File: src/rtl/idx_wdog_pkg.sv
package idx_wdog_pkg;

  typedef enum logic [1:0] {
    KEY_IDLE = 2'd0,
    KEY_HALF = 2'd1,
    KEY_OPEN = 2'd2
  } key_state_e;

  localparam logic [7:0] KEY_CODE   = 8'h87;
  localparam logic [7:0] LOCK_CODE  = 8'hAA;
  localparam logic [7:0] PAGE_IDX   = 8'h07;
  localparam logic [7:0] WDG_PAGE   = 8'h08;
  localparam logic [7:0] IDX_ENABLE = 8'h30;
  localparam logic [7:0] IDX_UNIT   = 8'hF5;
  localparam logic [7:0] IDX_COUNT  = 8'hF6;
  localparam logic [7:0] IDX_RELOAD = 8'hF7;

endpackage

File: src/rtl/idx_wdog_gate.sv
module idx_wdog_gate
  import idx_wdog_pkg::*;
#(
  parameter logic [7:0] INDEX_ADDR = 8'h2E,
  parameter logic [7:0] DATA_ADDR  = 8'h2F
) (
  input  logic       clk,
  input  logic       rst_n,
  input  logic       wr_i,
  input  logic [7:0] addr_i,
  input  logic [7:0] wdata_i,
  output logic       open_o,
  output logic       grant_o,
  output logic [7:0] idx_o,
  output logic [7:0] page_o
);

  key_state_e state_q, state_d;
  logic [7:0] idx_q, idx_d;
  logic [7:0] page_q, page_d;
  logic       idx_wr, dat_wr;

  assign idx_wr = wr_i && (addr_i == INDEX_ADDR);
  assign dat_wr = wr_i && (addr_i == DATA_ADDR);

  always_comb begin
    state_d = state_q;
    idx_d   = idx_q;
    page_d  = page_q;
    if (idx_wr) begin
      case (state_q)
        KEY_IDLE: if (wdata_i == KEY_CODE) state_d = KEY_HALF;
        KEY_HALF: state_d = (wdata_i == KEY_CODE) ? KEY_OPEN : KEY_IDLE;
        KEY_OPEN: begin
          if (wdata_i == LOCK_CODE) begin
            state_d = KEY_IDLE;
            idx_d   = 8'h00;
            page_d  = 8'h00;
          end else begin
            idx_d = wdata_i;
          end
        end
        default: state_d = KEY_IDLE;
      endcase
    end
    if (dat_wr && (state_q == KEY_OPEN) && (idx_q == PAGE_IDX)) begin
      page_d = wdata_i;
    end
  end

  always_ff @(posedge clk or negedge rst_n) begin
    if (!rst_n) begin
      state_q <= KEY_IDLE;
      idx_q   <= 8'h00;
      page_q  <= 8'h00;
    end else begin
      state_q <= state_d;
      idx_q   <= idx_d;
      page_q  <= page_d;
    end
  end

  assign open_o  = (state_q == KEY_OPEN);
  assign grant_o = open_o && (page_q == WDG_PAGE);
  assign idx_o   = idx_q;
  assign page_o  = page_q;


  lock_code_chk: assert property (@(posedge clk) disable iff (!rst_n)
    (idx_wr && wdata_i == LOCK_CODE) |=> (state_q == KEY_IDLE && page_q == 8'h00));


  key_restart_chk: assert property (@(posedge clk) disable iff (!rst_n)
    (idx_wr && state_q == KEY_HALF && wdata_i != KEY_CODE) |=> (state_q == KEY_IDLE));


  key_open_chk: assert property (@(posedge clk) disable iff (!rst_n)
    $rose(open_o) |-> ($past(state_q) == KEY_HALF));

endmodule

File: src/rtl/idx_wdog_cfg.sv
module idx_wdog_cfg
  import idx_wdog_pkg::*;
(
  input  logic       clk,
  input  logic       rst_n,
  input  logic       wr_i,
  input  logic       is_data_i,
  input  logic       open_i,
  input  logic       grant_i,
  input  logic [7:0] idx_i,
  input  logic [7:0] page_i,
  input  logic [7:0] wdata_i,
  input  logic       en_clr_i,
  input  logic [7:0] cnt_i,
  output logic       en_o,
  output logic       unit_o,
  output logic [7:0] reload_o,
  output logic       kbd_en_o,
  output logic       mouse_en_o,
  output logic       cnt_ld_o,
  output logic [7:0] rdata_o
);

  logic       en_q, en_d;
  logic       unit_q, unit_d;
  logic [7:0] reload_q, reload_d;
  logic       kbd_q, kbd_d;
  logic       mouse_q, mouse_d;
  logic       cfg_wr;

  assign cfg_wr = wr_i && is_data_i && grant_i;

  always_comb begin
    en_d     = en_q;
    unit_d   = unit_q;
    reload_d = reload_q;
    kbd_d    = kbd_q;
    mouse_d  = mouse_q;
    if (cfg_wr) begin
      case (idx_i)
        IDX_ENABLE: en_d = wdata_i[0];
        IDX_UNIT:   unit_d = wdata_i[3];
        IDX_COUNT:  reload_d = wdata_i;
        IDX_RELOAD: begin
          kbd_d   = wdata_i[6];
          mouse_d = wdata_i[7];
        end
        default: ;
      endcase
    end
    if (en_clr_i) en_d = 1'b0;
  end

  always_ff @(posedge clk or negedge rst_n) begin
    if (!rst_n) begin
      en_q     <= 1'b0;
      unit_q   <= 1'b0;
      reload_q <= 8'h00;
      kbd_q    <= 1'b0;
      mouse_q  <= 1'b0;
    end else begin
      en_q     <= en_d;
      unit_q   <= unit_d;
      reload_q <= reload_d;
      kbd_q    <= kbd_d;
      mouse_q  <= mouse_d;
    end
  end

  always_comb begin
    rdata_o = 8'hFF;
    if (open_i) begin
      if (idx_i == PAGE_IDX) begin
        rdata_o = page_i;
      end else if (grant_i) begin
        case (idx_i)
          IDX_ENABLE: rdata_o = {7'b0, en_q};
          IDX_UNIT:   rdata_o = {4'b0, unit_q, 3'b0};
          IDX_COUNT:  rdata_o = cnt_i;
          IDX_RELOAD: rdata_o = {mouse_q, kbd_q, 6'b0};
          default:    rdata_o = 8'h00;
        endcase
      end
    end
  end

  assign en_o       = en_q;
  assign unit_o     = unit_q;
  assign reload_o   = reload_q;
  assign kbd_en_o   = kbd_q;
  assign mouse_en_o = mouse_q;
  assign cnt_ld_o   = cfg_wr && (idx_i == IDX_COUNT);


  locked_hold_chk: assert property (@(posedge clk) disable iff (!rst_n)
    !grant_i |=> ($stable(unit_q) && $stable(reload_q) && $stable(kbd_q) && $stable(mouse_q)));


  enable_rise_chk: assert property (@(posedge clk) disable iff (!rst_n)
    $rose(en_q) |-> $past(grant_i && wr_i && is_data_i));

endmodule

File: src/rtl/idx_wdog_count.sv
module idx_wdog_count #(
  parameter int PULSE_LEN = 4,
  localparam int PW = $clog2(PULSE_LEN + 1)
) (
  input  logic       clk,
  input  logic       rst_n,
  input  logic       en_i,
  input  logic       unit_i,
  input  logic       tick_sec_i,
  input  logic       tick_min_i,
  input  logic       kbd_irq_i,
  input  logic       mouse_irq_i,
  input  logic       kbd_en_i,
  input  logic       mouse_en_i,
  input  logic [7:0] reload_i,
  input  logic       ld_i,
  input  logic [7:0] ld_val_i,
  output logic [7:0] cnt_o,
  output logic       fire_o,
  output logic       en_clr_o
);

  logic [7:0]    cnt_q, cnt_d;
  logic [PW-1:0] pulse_q, pulse_d;
  logic          tick, reload_evt, expire;

  assign tick       = en_i && (unit_i ? tick_min_i : tick_sec_i);
  assign reload_evt = (kbd_en_i && kbd_irq_i) || (mouse_en_i && mouse_irq_i);
  assign expire     = !ld_i && !reload_evt && tick && (cnt_q == 8'd1);

  always_comb begin
    cnt_d = cnt_q;
    if (ld_i) begin
      cnt_d = ld_val_i;
    end else if (reload_evt) begin
      cnt_d = reload_i;
    end else if (tick && cnt_q != 8'd0) begin
      cnt_d = cnt_q - 8'd1;
    end
  end

  always_comb begin
    pulse_d = pulse_q;
    if (expire) begin
      pulse_d = PW'(PULSE_LEN);
    end else if (pulse_q != '0) begin
      pulse_d = pulse_q - PW'(1);
    end
  end

  always_ff @(posedge clk or negedge rst_n) begin
    if (!rst_n) begin
      cnt_q   <= 8'h00;
      pulse_q <= '0;
    end else begin
      cnt_q   <= cnt_d;
      pulse_q <= pulse_d;
    end
  end

  assign cnt_o    = cnt_q;
  assign fire_o   = (pulse_q != '0);
  assign en_clr_o = (pulse_q == PW'(1));


  fire_src_chk: assert property (@(posedge clk) disable iff (!rst_n)
    $rose(fire_o) |-> ($past(cnt_q) == 8'd1 && $past(en_i)));


  fire_clears_chk: assert property (@(posedge clk) disable iff (!rst_n)
    $fell(fire_o) |-> !en_i);


  idle_hold_chk: assert property (@(posedge clk) disable iff (!rst_n)
    (!ld_i && !reload_evt && !en_i) |=> $stable(cnt_q));


  no_rise_chk: assert property (@(posedge clk) disable iff (!rst_n)
    (!ld_i && !reload_evt) |=> (cnt_q <= $past(cnt_q)));

endmodule

File: src/rtl/idx_wdog.sv
module idx_wdog
  import idx_wdog_pkg::*;
#(
  parameter logic [7:0] INDEX_ADDR = 8'h2E,
  parameter logic [7:0] DATA_ADDR  = 8'h2F,
  parameter int         PULSE_LEN  = 4
) (
  input  logic       clk,
  input  logic       rst_n,
  input  logic       io_wr,
  input  logic [7:0] io_addr,
  input  logic [7:0] io_wdata,
  output logic [7:0] io_rdata,
  input  logic       tick_sec,
  input  logic       tick_min,
  input  logic       kbd_irq,
  input  logic       mouse_irq,
  output logic       wdt_reset
);

  logic       open, grant;
  logic [7:0] idx, page;
  logic       en, unit, kbd_en, mouse_en, cnt_ld, en_clr;
  logic [7:0] reload_val, cnt, data_rd;
  logic       is_data;

  assign is_data = (io_addr == DATA_ADDR);

  idx_wdog_gate #(.INDEX_ADDR(INDEX_ADDR), .DATA_ADDR(DATA_ADDR)) u_gate (
    .clk     (clk),
    .rst_n   (rst_n),
    .wr_i    (io_wr),
    .addr_i  (io_addr),
    .wdata_i (io_wdata),
    .open_o  (open),
    .grant_o (grant),
    .idx_o   (idx),
    .page_o  (page)
  );

  idx_wdog_cfg u_cfg (
    .clk        (clk),
    .rst_n      (rst_n),
    .wr_i       (io_wr),
    .is_data_i  (is_data),
    .open_i     (open),
    .grant_i    (grant),
    .idx_i      (idx),
    .page_i     (page),
    .wdata_i    (io_wdata),
    .en_clr_i   (en_clr),
    .cnt_i      (cnt),
    .en_o       (en),
    .unit_o     (unit),
    .reload_o   (reload_val),
    .kbd_en_o   (kbd_en),
    .mouse_en_o (mouse_en),
    .cnt_ld_o   (cnt_ld),
    .rdata_o    (data_rd)
  );

  idx_wdog_count #(.PULSE_LEN(PULSE_LEN)) u_count (
    .clk         (clk),
    .rst_n       (rst_n),
    .en_i        (en),
    .unit_i      (unit),
    .tick_sec_i  (tick_sec),
    .tick_min_i  (tick_min),
    .kbd_irq_i   (kbd_irq),
    .mouse_irq_i (mouse_irq),
    .kbd_en_i    (kbd_en),
    .mouse_en_i  (mouse_en),
    .reload_i    (reload_val),
    .ld_i        (cnt_ld),
    .ld_val_i    (io_wdata),
    .cnt_o       (cnt),
    .fire_o      (wdt_reset),
    .en_clr_o    (en_clr)
  );

  always_comb begin
    if (io_addr == INDEX_ADDR) io_rdata = open ? idx : 8'hFF;
    else if (is_data)          io_rdata = data_rd;
    else                       io_rdata = 8'hFF;
  end


  closed_read_chk: assert property (@(posedge clk) disable iff (!rst_n)
    (!open && io_addr == INDEX_ADDR) |-> (io_rdata == 8'hFF));

endmodule

File: config.mk
export PLATFORM = sky130hd
export DESIGN_NAME = idx_wdog
export DESIGN_NICKNAME = d
export VERILOG_FILES = /design/src/rtl/idx_wdog_pkg.sv /design/src/rtl/idx_wdog_gate.sv /design/src/rtl/idx_wdog_cfg.sv /design/src/rtl/idx_wdog_count.sv /design/src/rtl/idx_wdog.sv
export SDC_FILE = /design/constraint.sdc
export NUM_CORES = 1
export LEC_CHECK = 0
export ABC_AREA = 1
export BUFFER_PORTS_ARGS = -buffer_cell sky130_fd_sc_hd__buf_2
export CAP_MARGIN = 20
export CORE_MARGIN = 5
export CORE_UTILIZATION = 25
export DETAILED_ROUTE_END_ITERATION = 16
export PLACE_DENSITY = 0.47
export REMOVE_ABC_BUFFERS = 1
export SLEW_MARGIN = 25
export SYNTH_ARGS = -nofsm -noshare
export SYNTH_HDL_FRONTEND = slang
export SYNTH_SLANG_ARGS = --single-unit
File: constraint.sdc
create_clock -name clk -period 1.6 [get_ports clk]
set_clock_uncertainty 0.2 [all_clocks]
set_input_delay 0.16 -clock clk [delete_from_list [all_inputs] [get_ports clk]]
set_output_delay 0.16 -clock clk [all_outputs]
set_load 0.005 [all_outputs]
==> results of run 1 <==
## synth_stat cells (3+ instances only)
cell type	instances	area, sq um
inv_2	5	18.8
inv_1	56	210
nor2_2	3	18.8
nor2_4	3	33.8
o22ai_1	4	25.0
o21ai_0	22	110
nand4_1	5	31.3
nand2_1	132	495
nor2_1	28	105
ha_1	6	75.1
nor3_1	8	40.0
o21ai_1	11	55.1
nand2_2	4	25.0
dfrtp_1	41	1030
a21oi_1	5	25.0
nand3_2	3	30.0
nand3_1	48	240
## sequential cells by signal, indices dropped and copies added, names as in the netlist
register / count
u_cfg.unit_o: 1
u_gate.idx_o: 8
u_gate.state_q: 2
u_count.cnt_o: 8
u_cfg.mouse_en_o: 1
u_cfg.kbd_en_o: 1
u_count.pulse_q: 3
u_gate.page_o: 8
u_cfg.reload_o: 8
u_cfg.en_o: 1
## timing repair
item	4_1_cts	5_1_grt
hold buffers	4	0
gates resized for setup	85	69
buffers inserted	17	13
endpoints found under the hold margin	44	0
endpoints found under the setup margin	39	42
pin swaps	22	29
cloned	4	0
## where the power goes
| group | internal [mW] | switching [mW] |
|---|---|---|
| Clock | 0.574 | 0.415 |
| Sequential | 1.05 | 0.0150 |
| Combinational | 0.145 | 0.179 |
## cells by family after synthesis
group | after synthesis | synth area share
compound gates | 46 | 0.0909
buf+inv | 66 | 0.0962
simple gates | 244 | 0.408
xor+xnor | 3 | 0.00936
flops | 41 | 0.365
fa+ha+maj | 6 | 0.0267
mux | 1 | 0.00356
## per-stage QoR
stage	hold slack, ns	instance area (sq um)	cells	power, mW	setup slack (ns)
after detailed placement	-0.0386	3780	657	1.36	-0.316
after global routing	0.0215	4740	699	2.49	-0.626
final	0.0113	4740	699	2.38	-0.542
after global placement	-0.0433	3780	657	1.36	-0.310
after floorplan	-0.336	2780	403	1.20	-0.327
after CTS	0.00318	4410	690	2.38	-0.527
## layer usage
| metal | GRT usage | vias to the layer above |
|---|---|---|
| met2 | 0.258 | 67 |
| li1 | - | 1606 |
| met3 | 0.0193 | 17 |
| met1 | 0.188 | 1485 |
| met5 | 0 | - |
| met4 | 0.0456 | 0 |
## worst paths after layout
| kind | start | end | slack, ns | cells past startpoint |
|---|---|---|---|---|
| hold / removal | io_wdata[6] | u_gate.idx_o[6] | 0.01 | 3 |
| setup / recovery | u_gate.idx_o[3] | io_rdata[3] | -0.54 | 8 |
| max in group asynchronous | rst_n | u_gate.idx_o[0] | 0.78 | 3 |
| setup reg to reg | u_gate.idx_o[4] | u_count.cnt_o[0] | -0.30 | 12 |
| hold reg to reg | u_cfg.reload_o[0] | u_cfg.reload_o[0] | 0.29 | 2 |
| min in group asynchronous | rst_n | u_gate.page_o[6] | 0.19 | 3 |
## tightest hold or removal path, delay by kind of cell
kind	cells	cell delay, ns
compound gates	1	0.07
buf+inv	1	0.15
simple gates	1	0.07
## cell type report
class	count	area share
Timing Repair inverter	2	0.00370
Sequential cell	41	0.217
Multi-Input combinational cell	302	0.413
Inverter	62	0.0533
Clock buffer	6	0.0272
Timing Repair Buffer	144	0.247
Tap cell	140	0.0370
Clock inverter	2	0.00211
==> results.ini, run 1 <==
[outcome]
status = finished, violations left
violations = negative setup slack

[worst_setup_path]
end_kind = output pin
path_cells = buf_4 -> nor3_2 -> buf_4 -> nand3_1 -> nand3_1 -> nand2_1 -> a21oi_1 -> buf_2
critPathMaxStageDelay_ns = 0.42
critPathMaxFanout = 3
startpoint_type = register
cp_slowest_cell = dfrtp_1
worstPathArrival_ns = 1.78
critical-path-top-delay-family = simple AND/OR/NAND/NOR gates
path_buf_inv = 3
path_class = reg2out
critPathRequiredTime_ns = 1.24

[routing]
routed-wl-met2_mm = 4.79
met3WireLength_um = 421
wl_met1_mm = 4.16
via_per_inst = 4.54
vias = 3175
drt-wirelength-per-cell_um = 13.7
drt_iter0_drc = 125
drc_errors = 0
ant_nets = 0
routed_wirelength_mm = 9.59
first_pass_iters = 4
highest_layer = met4

[logic_synthesis]
yosysSeqAreaShare = 0.365
synth_edf_count = 0
yosysUniqueCellTypes = 34
ys.flop_type = dfrtp_1
ys_ff_latch = 41
synth_warnings = 0
syn-cell-area_sq_mm = 0.00281
synth-async-reset-ratio = 1.00
syn_inst = 407
avgSynthCellArea_sq_um = 6.90

[timing]
timing.final.hold_violations = 0
fin_crit_ns = 2.14
clock.fmax_ghz = 0.467
setup_viol = 39
rsz0062_at_grt = true
fin_setup_tns_ns = -9.97
tightest_slew_ns = 0.412
slew_viol_final = 0
fin_crit_sh = 1.34
worst_slack_ns = -0.542
max-slew-margin-rel = 0.725

[cts]
clkSlewWorstSetupHoldPaths_ns = 0.06
cts_root_buffer = clkbuf_16
clkLatencyLatePin_ns = 0.28
tritoncts = done
htreeDepth = 2
cts_sinks = 41
clockBufferDepth = 2
numCtsBuffers = 5

[place]
dpl.hpwl_mm = 7.24
place_congestion = 0.870
portBuffers = 31

[die]
core.rowCount = 38
dieArea_sq_mm = 0.0135
fp.dieW_um = 116
start_util = 0.257
die_h_um = 116
coreArea_sq_mm = 0.0109
io_pins = 32

[cells_and_area]
multi_input_area_sq_mm = 0.00196
utilization = 0.433
area_growth_pct = 68.7
n_antenna_cell = 0
layout_common_cells = nand2_1, buf_4, inv_1
drive_above_1_share = 0.472
fillers = 1100
layout_commonest_cell = nand2_1
seq_area_sq_mm = 0.00103
fin_nets = 587

[job]
maxCapViolations = 0

[grt]
antenna_found_initial = 0
globalRouteOverflowTotal = 0
grt_pass1_vias = 3102
grt_use_total = 0.147
grt_max_degree = 42
grt_pass1_wl_mm = 15.5

[power]
vdd_drop_max_uv = 342
powerDensity_mw_per_mm2 = 503
leakage_nw = 2.37

[min_path]
min_path_type = in2reg

(Power assumes the default switching activity.)
==> run 2: changes to the inputs <==
--- a/config.mk
+++ b/config.mk
@@ -8,10 +8,10 @@
 export ABC_AREA = 1
 export BUFFER_PORTS_ARGS = -buffer_cell sky130_fd_sc_hd__buf_2
 export CAP_MARGIN = 20
-export CORE_MARGIN = 5
+export CORE_MARGIN = 2
 export CORE_UTILIZATION = 25
 export DETAILED_ROUTE_END_ITERATION = 16
-export PLACE_DENSITY = 0.47
+export PLACE_DENSITY = 0.46
 export REMOVE_ABC_BUFFERS = 1
 export SLEW_MARGIN = 25
 export SYNTH_ARGS = -nofsm -noshare
==> run 2 against run 1 <==
The run ends with negative hold slack, negative setup slack left. Design area is 0.55% higher. Register-to-register slack about the same. Wire length grew 4.4%. Critical path depth is 1 higher. Combinational power rose by 9.6%. Count of clock-buffer cells in the layout rose by 1. Final cell count increased by 0.57%. Via count is 2.0% higher. Worst hold slack worse by 0.021 ns. Core utilization up 0.43 points. Critical path type unchanged. Largest power group unchanged. Highest routed layer unchanged.
==> results.ini, run 2 (synthesized netlist as in run 1, its figures left out) <==
[timing]
fin_crit_sh = 1.38
max-slew-margin-rel = 0.734
fin_hold_ws_ns = -0.00931
slew_viol_final = 0
tightest_slew_ns = 0.394
fin_crit_ns = 2.20
setup_viol = 43
clock.fmax_ghz = 0.454
worst_slack_ns = -0.602
rsz0062_at_grt = true
timing.final.hold_violations = 1

[die]
core.rowCount = 38
coreArea_sq_mm = 0.0109
start_util = 0.258
fp.dieW_um = 110
dieArea_sq_mm = 0.0121
die_h_um = 110
io_pins = 32

[worst_setup_path]
r2r-start = u_gate.page_o[1]
worstPathArrival_ns = 1.84
crit_end = io_rdata[5]
path_class = reg2out
critPathRequiredTime_ns = 1.24
startpoint_type = register
end_kind = output pin
critPathMaxFanout = 8
reg2regPathDepth = 12
worstSetupStartpoint = u_gate.idx_o[3]
r2r_slack_ns = -0.31
reg2reg_to = u_count.cnt_o[0]

[cts]
clkSlewWorstSetupHoldPaths_ns = 0.08
cts_sinks = 41
htreeDepth = 2
clkLatencyLatePin_ns = 0.31
clockBufferDepth = 2
tritoncts = done
cts_root_buffer = clkbuf_8
numCtsBuffers = 5

[grt]
grt_use_total = 0.170
grt_max_degree = 42
globalRouteOverflowTotal = 0
antenna_found_initial = 0
grt_pass1_wl_mm = 15.6
grt_pass1_vias = 3178

[place]
place_congestion = 0.858
dpl.hpwl_mm = 7.17
portBuffers = 31

[routing]
routed_wirelength_mm = 10.0
first_pass_iters = 5
drc_errors = 0
via_per_inst = 4.61
drt-wirelength-per-cell_um = 14.2
ant_nets = 0
drt_iter0_drc = 90
vias = 3239

[min_path]
worstHoldStart = io_wdata[0]
min_path_type = in2reg

[cells_and_area]
fin_nets = 592
drive_above_1_share = 0.490
n_antenna_cell = 0
layout_commonest_cell = nand2_1
layout_common_cells = nand2_1, buf_4, inv_1
area_growth_pct = 69.7
utilization = 0.438

[power]
powerDensity_mw_per_mm2 = 450
leakage_nw = 2.41
vdd_drop_max_uv = 349

[outcome]
violations = negative hold slack, negative setup slack
status = finished, violations left

[job]
maxCapViolations = 0

## run 2: cell types whose count changed in the layout (fill, tap and decap cells not counted), sizes merged
| cell | before | now |
|---|---|---|
| clkinv | 3 | 1 |
| clkbuf | 6 | 7 |
| nand2 | 140 | 139 |
| dlygate4sd3 | 4 | 9 |
| buf | 140 | 141 |
## run 2: worst min-delay path by stage
stage	depth (start not counted)	slack, ns	endpoint
finish	3	-0.009	u_gate.idx_o[0]
global route	3	0.02	u_gate.idx_o[0]
CTS	3	0.0003	u_cfg.reload_o[3]
detailed placement	2	-0.04	u_gate.state_q[0]
global placement	2	-0.04	u_gate.state_q[1]
floorplan	0	-0.34	u_cfg.en_o
## run 2: where the power goes
part / switching, mW / internal [mW] / total, mW / leakage, nW
clock: 0.373 / 0.343 / 0.716 / 0.0443
combinational: 0.189 / 0.167 / 0.355 / 1.83
sequential: 0.0199 / 1.05 / 1.07 / 0.537
## run 2: repair_timing
item | in CTS | in global routing
buffers inserted | 15 | 18
hold buffers | 6 | 3
endpoints found under the setup margin | 40 | 48
endpoints found under the hold margin | 48 | 3
pin swaps | 10 | 26
gates cloned | 2 | 1
resized for setup | 71 | 111
## run 2: metal layers
| layer | global-route usage | routed length (um) | vias up |
|---|---|---|---|
| met5 | 0 | 0 | - |
| met4 | 0.0497 | 228 | 0 |
| met3 | 0.0206 | 339 | 18 |
| met2 | 0.308 | 5060 | 65 |
| met1 | 0.209 | 4390 | 1534 |
| li1 | - | - | 1622 |
## run 2: area by class of cell
cell class | instances | area (sq um)
Inverter | 62 | 263
Tap cell | 140 | 175
Timing Repair inverter | 2 | 15.0
Clock buffer | 7 | 86.3
Sequential cell | 41 | 1030
Multi-Input combinational cell | 301 | 1990
Fill cell | 1078 | 6120
Timing Repair Buffer | 150 | 1200
## run 2: worst max-delay path: stages (launching register included)
cell	delay [ns]
dfrtp_2	0.44
buf_6	0.13
nor3_4	0.29
nand2_4	0.15
o21ai_2	0.17
inv_1	0.06
nand2_1	0.06
nand2_1	0.05
nand2_1	0.07
buf_2	0.11
## run 2: metrics by stage
step / TNS (ns) / cell area, sq um / power (mW) / cells / setup slack, ns
5_1_grt: -14.46 / 4770 / 2.24 / 703 / -0.683
3_3_place_gp: -6.14 / 3750 / 1.36 / 655 / -0.324
6_report: -10.97 / 4770 / 2.15 / 703 / -0.602
2_1_floorplan: -3.51 / 2780 / 1.20 / 403 / -0.327
3_5_place_dp: -6.27 / 3750 / 1.36 / 655 / -0.319
4_1_cts: -11.43 / 4240 / 2.12 / 685 / -0.533
==> run 3: changes to the inputs <==
--- a/config.mk
+++ b/config.mk
@@ -5,13 +5,15 @@
 export SDC_FILE = /design/constraint.sdc
 export NUM_CORES = 1
 export LEC_CHECK = 0
-export ABC_AREA = 1
+export ABC_AREA = 0
 export BUFFER_PORTS_ARGS = -buffer_cell sky130_fd_sc_hd__buf_2
 export CAP_MARGIN = 20
+export CELL_PAD_IN_SITES_DETAIL_PLACEMENT = 1
+export CELL_PAD_IN_SITES_GLOBAL_PLACEMENT = 1
 export CORE_MARGIN = 2
 export CORE_UTILIZATION = 25
 export DETAILED_ROUTE_END_ITERATION = 16
-export PLACE_DENSITY = 0.46
+export PLACE_DENSITY = 0.55
 export REMOVE_ABC_BUFFERS = 1
 export SLEW_MARGIN = 25
 export SYNTH_ARGS = -nofsm -noshare
==> run 3 against run 2 <==
The run ends with negative setup slack left. Non-clock buffer count fell by 12. Via count fell by 19%. Critical path type unchanged. Worst hold slack improved by 0.097 ns. Global-route usage rose by 1.1 points. Worst setup slack got worse by 0.40 ns. Flip-flop and latch count did not move. Area after synthesis fell by 11%. Clock power rose by 6.1%. Largest power group is now combinational logic. Register-to-register slack got worse by 0.42 ns. Critical endpoint unchanged. Die area fell by 11%. Synthesized cell count fell by 37%.
==> results.ini, run 3 <==
[timing]
max-slew-margin-rel = 0.569
clock.fmax_ghz = 0.384
fin_crit_sh = 1.63
fin_crit_ns = 2.60
worst_slack_ns = -1.00
tightest_slew_ns = 0.647
setup_viol = 42
timing.final.hold_violations = 0
rsz0062_at_grt = true
fin_hold_ws_ns = 0.0875
fin_setup_tns_ns = -24.55
slew_viol_final = 0

[logic_synthesis]
yosysTopAreaCell = dfrtp_1
ys_ff_latch = 41
synth_common_cells = dfrtp_1, nand2_1, o21ai_0
ys.flop_type = dfrtp_1
syn-cell-area_sq_mm = 0.00249
avgSynthCellArea_sq_um = 9.73
yosysUniqueCellTypes = 49
synth_area_leaders = dfrtp_1, mux2_2, o21ai_0
synth_warnings = 0
synth_edf_count = 0
synth-async-reset-ratio = 1.00
syn_inst = 256
yosysMostFrequentCell = dfrtp_1
synth_top_area_share = 0.412
yosysSeqAreaShare = 0.412

[outcome]
status = finished, violations left
violations = negative setup slack

[die]
die_h_um = 104
coreArea_sq_mm = 0.00973
fp.dieW_um = 104
core.rowCount = 36
dieArea_sq_mm = 0.0108
start_util = 0.256
io_pins = 32

[cells_and_area]
layout_common_cells = buf_4, dfrtp_1, buf_2
utilization = 0.422
multi_input_area_sq_mm = 0.00171
fin_nets = 423
fillers = 1133
layout_commonest_cell = buf_4
area_growth_pct = 64.8
n_antenna_cell = 0
drive_above_1_share = 0.580
seq_area_sq_mm = 0.00103

[worst_setup_path]
startpoint_type = register
path_class = reg2out
critPathRequiredTime_ns = 1.24
reg2regPathDepth = 5
critPathMaxFanout = 5
end_kind = output pin
worstPathArrival_ns = 2.24

[routing]
via_per_inst = 4.96
drt-wirelength-per-cell_um = 18.9
drt_iter0_drc = 124
ant_nets = 0
drc_errors = 0
vias = 2619
routed_wirelength_mm = 9.97
first_pass_iters = 4

[power]
powerDensity_mw_per_mm2 = 938
vdd_drop_max_uv = 497
leakage_nw = 1.92

[grt]
grt_use_total = 0.180
globalRouteOverflowTotal = 0
antenna_found_initial = 0
grt_max_degree = 42
grt_pass1_wl_mm = 15.2
grt_pass1_vias = 2805

[place]
place_congestion = 0.880
dpl.hpwl_mm = 7.10
dpl_worst_slack_ns = -0.822
portBuffers = 31

[cts]
cts_root_buffer = clkbuf_8
clockBufferDepth = 2
numCtsBuffers = 5
clkLatencyLatePin_ns = 0.29
tritoncts = done
cts_sinks = 41
htreeDepth = 2
clkSlewWorstSetupHoldPaths_ns = 0.08

[job]
maxCapViolations = 0

[min_path]
hold_depth = 3
min_path_type = in2reg

## run 3: final timing paths
| kind | start | end | slack (ns) |
|---|---|---|---|
| max | u_gate.idx_o[5] | io_rdata[5] | -1.00 |
| min | io_wdata[5] | u_gate.page_o[5] | 0.09 |
| max reg2reg | u_count.cnt_o[3] | u_count.cnt_o[7] | -0.73 |
| min reg2reg | u_cfg.reload_o[6] | u_cfg.reload_o[6] | 0.31 |
| max in group asynchronous | rst_n | u_gate.page_o[5] | 0.81 |
| min in group asynchronous | rst_n | u_gate.idx_o[1] | 0.16 |
## run 3: worst max-delay path: stages (launching register included)
cell and delay (ns):
dfrtp_1 0.40, or4b_4 0.55, or3_4 0.39, o21a_1 0.19, a221o_1 0.30, buf_2 0.13
## run 3: kinds of logic (layout without fill, tap and decap cells)
family                     Yosys count  count (layout)  share of synthesized area
AOI/OAI and AO/OA                   63              63                      0.180
DFF                                 41              41                      0.412
and+or+nand+nor                     95              96                      0.217
buffers and inverters               23             161                     0.0412
adders and majority gates            6               6                     0.0301
xor gates and xnor gates             4               4                     0.0141
muxes                               24              24                      0.106
## run 3: repair_timing
| item | in CTS | in global routing |
|---|---|---|
| hold endpoints to repair | 42 | 0 |
| gates resized for setup | 70 | 37 |
| pin swaps | 17 | 18 |
| buffers inserted | 17 | 10 |
| setup endpoints to repair | 48 | 50 |
| cloned | 3 | 0 |
| hold buffers | 2 | 0 |
## run 3: area by class of cell
type                            count  share of cell area
Tap cell                          133              0.0405
Clock inverter                      1             0.00122
Inverter                           15              0.0137
Sequential cell                    41               0.250
Timing Repair Buffer              138               0.254
Multi-Input combinational cell    193               0.417
Clock buffer                        7              0.0235
## run 3: per-stage QoR
step	std cells	cell area (sq um)	power [mW]
after floorplan	248	2440	1.88
after global placement	495	3410	2.43
after detailed placement	495	3410	2.48
after CTS	524	3930	3.68
after global routing	528	4110	4.07
final	528	4110	3.85
## run 3: where the power goes
part	leakage, nW	total [mW]	internal, mW	switching, mW
Sequential	0.556	1.28	1.17	0.114
Combinational	1.31	1.81	0.991	0.817
Clock	0.0542	0.760	0.391	0.369
Total	1.92	3.85	2.55	1.30
## run 3: metal layers
layer	part of all wire	GRT usage	up-vias
met2	0.51	0.317	40
met3	0.027	0.0258	14
met5	0	0	-
li1	-	-	1236
met4	0.016	0.0434	0
met1	0.44	0.234	1329
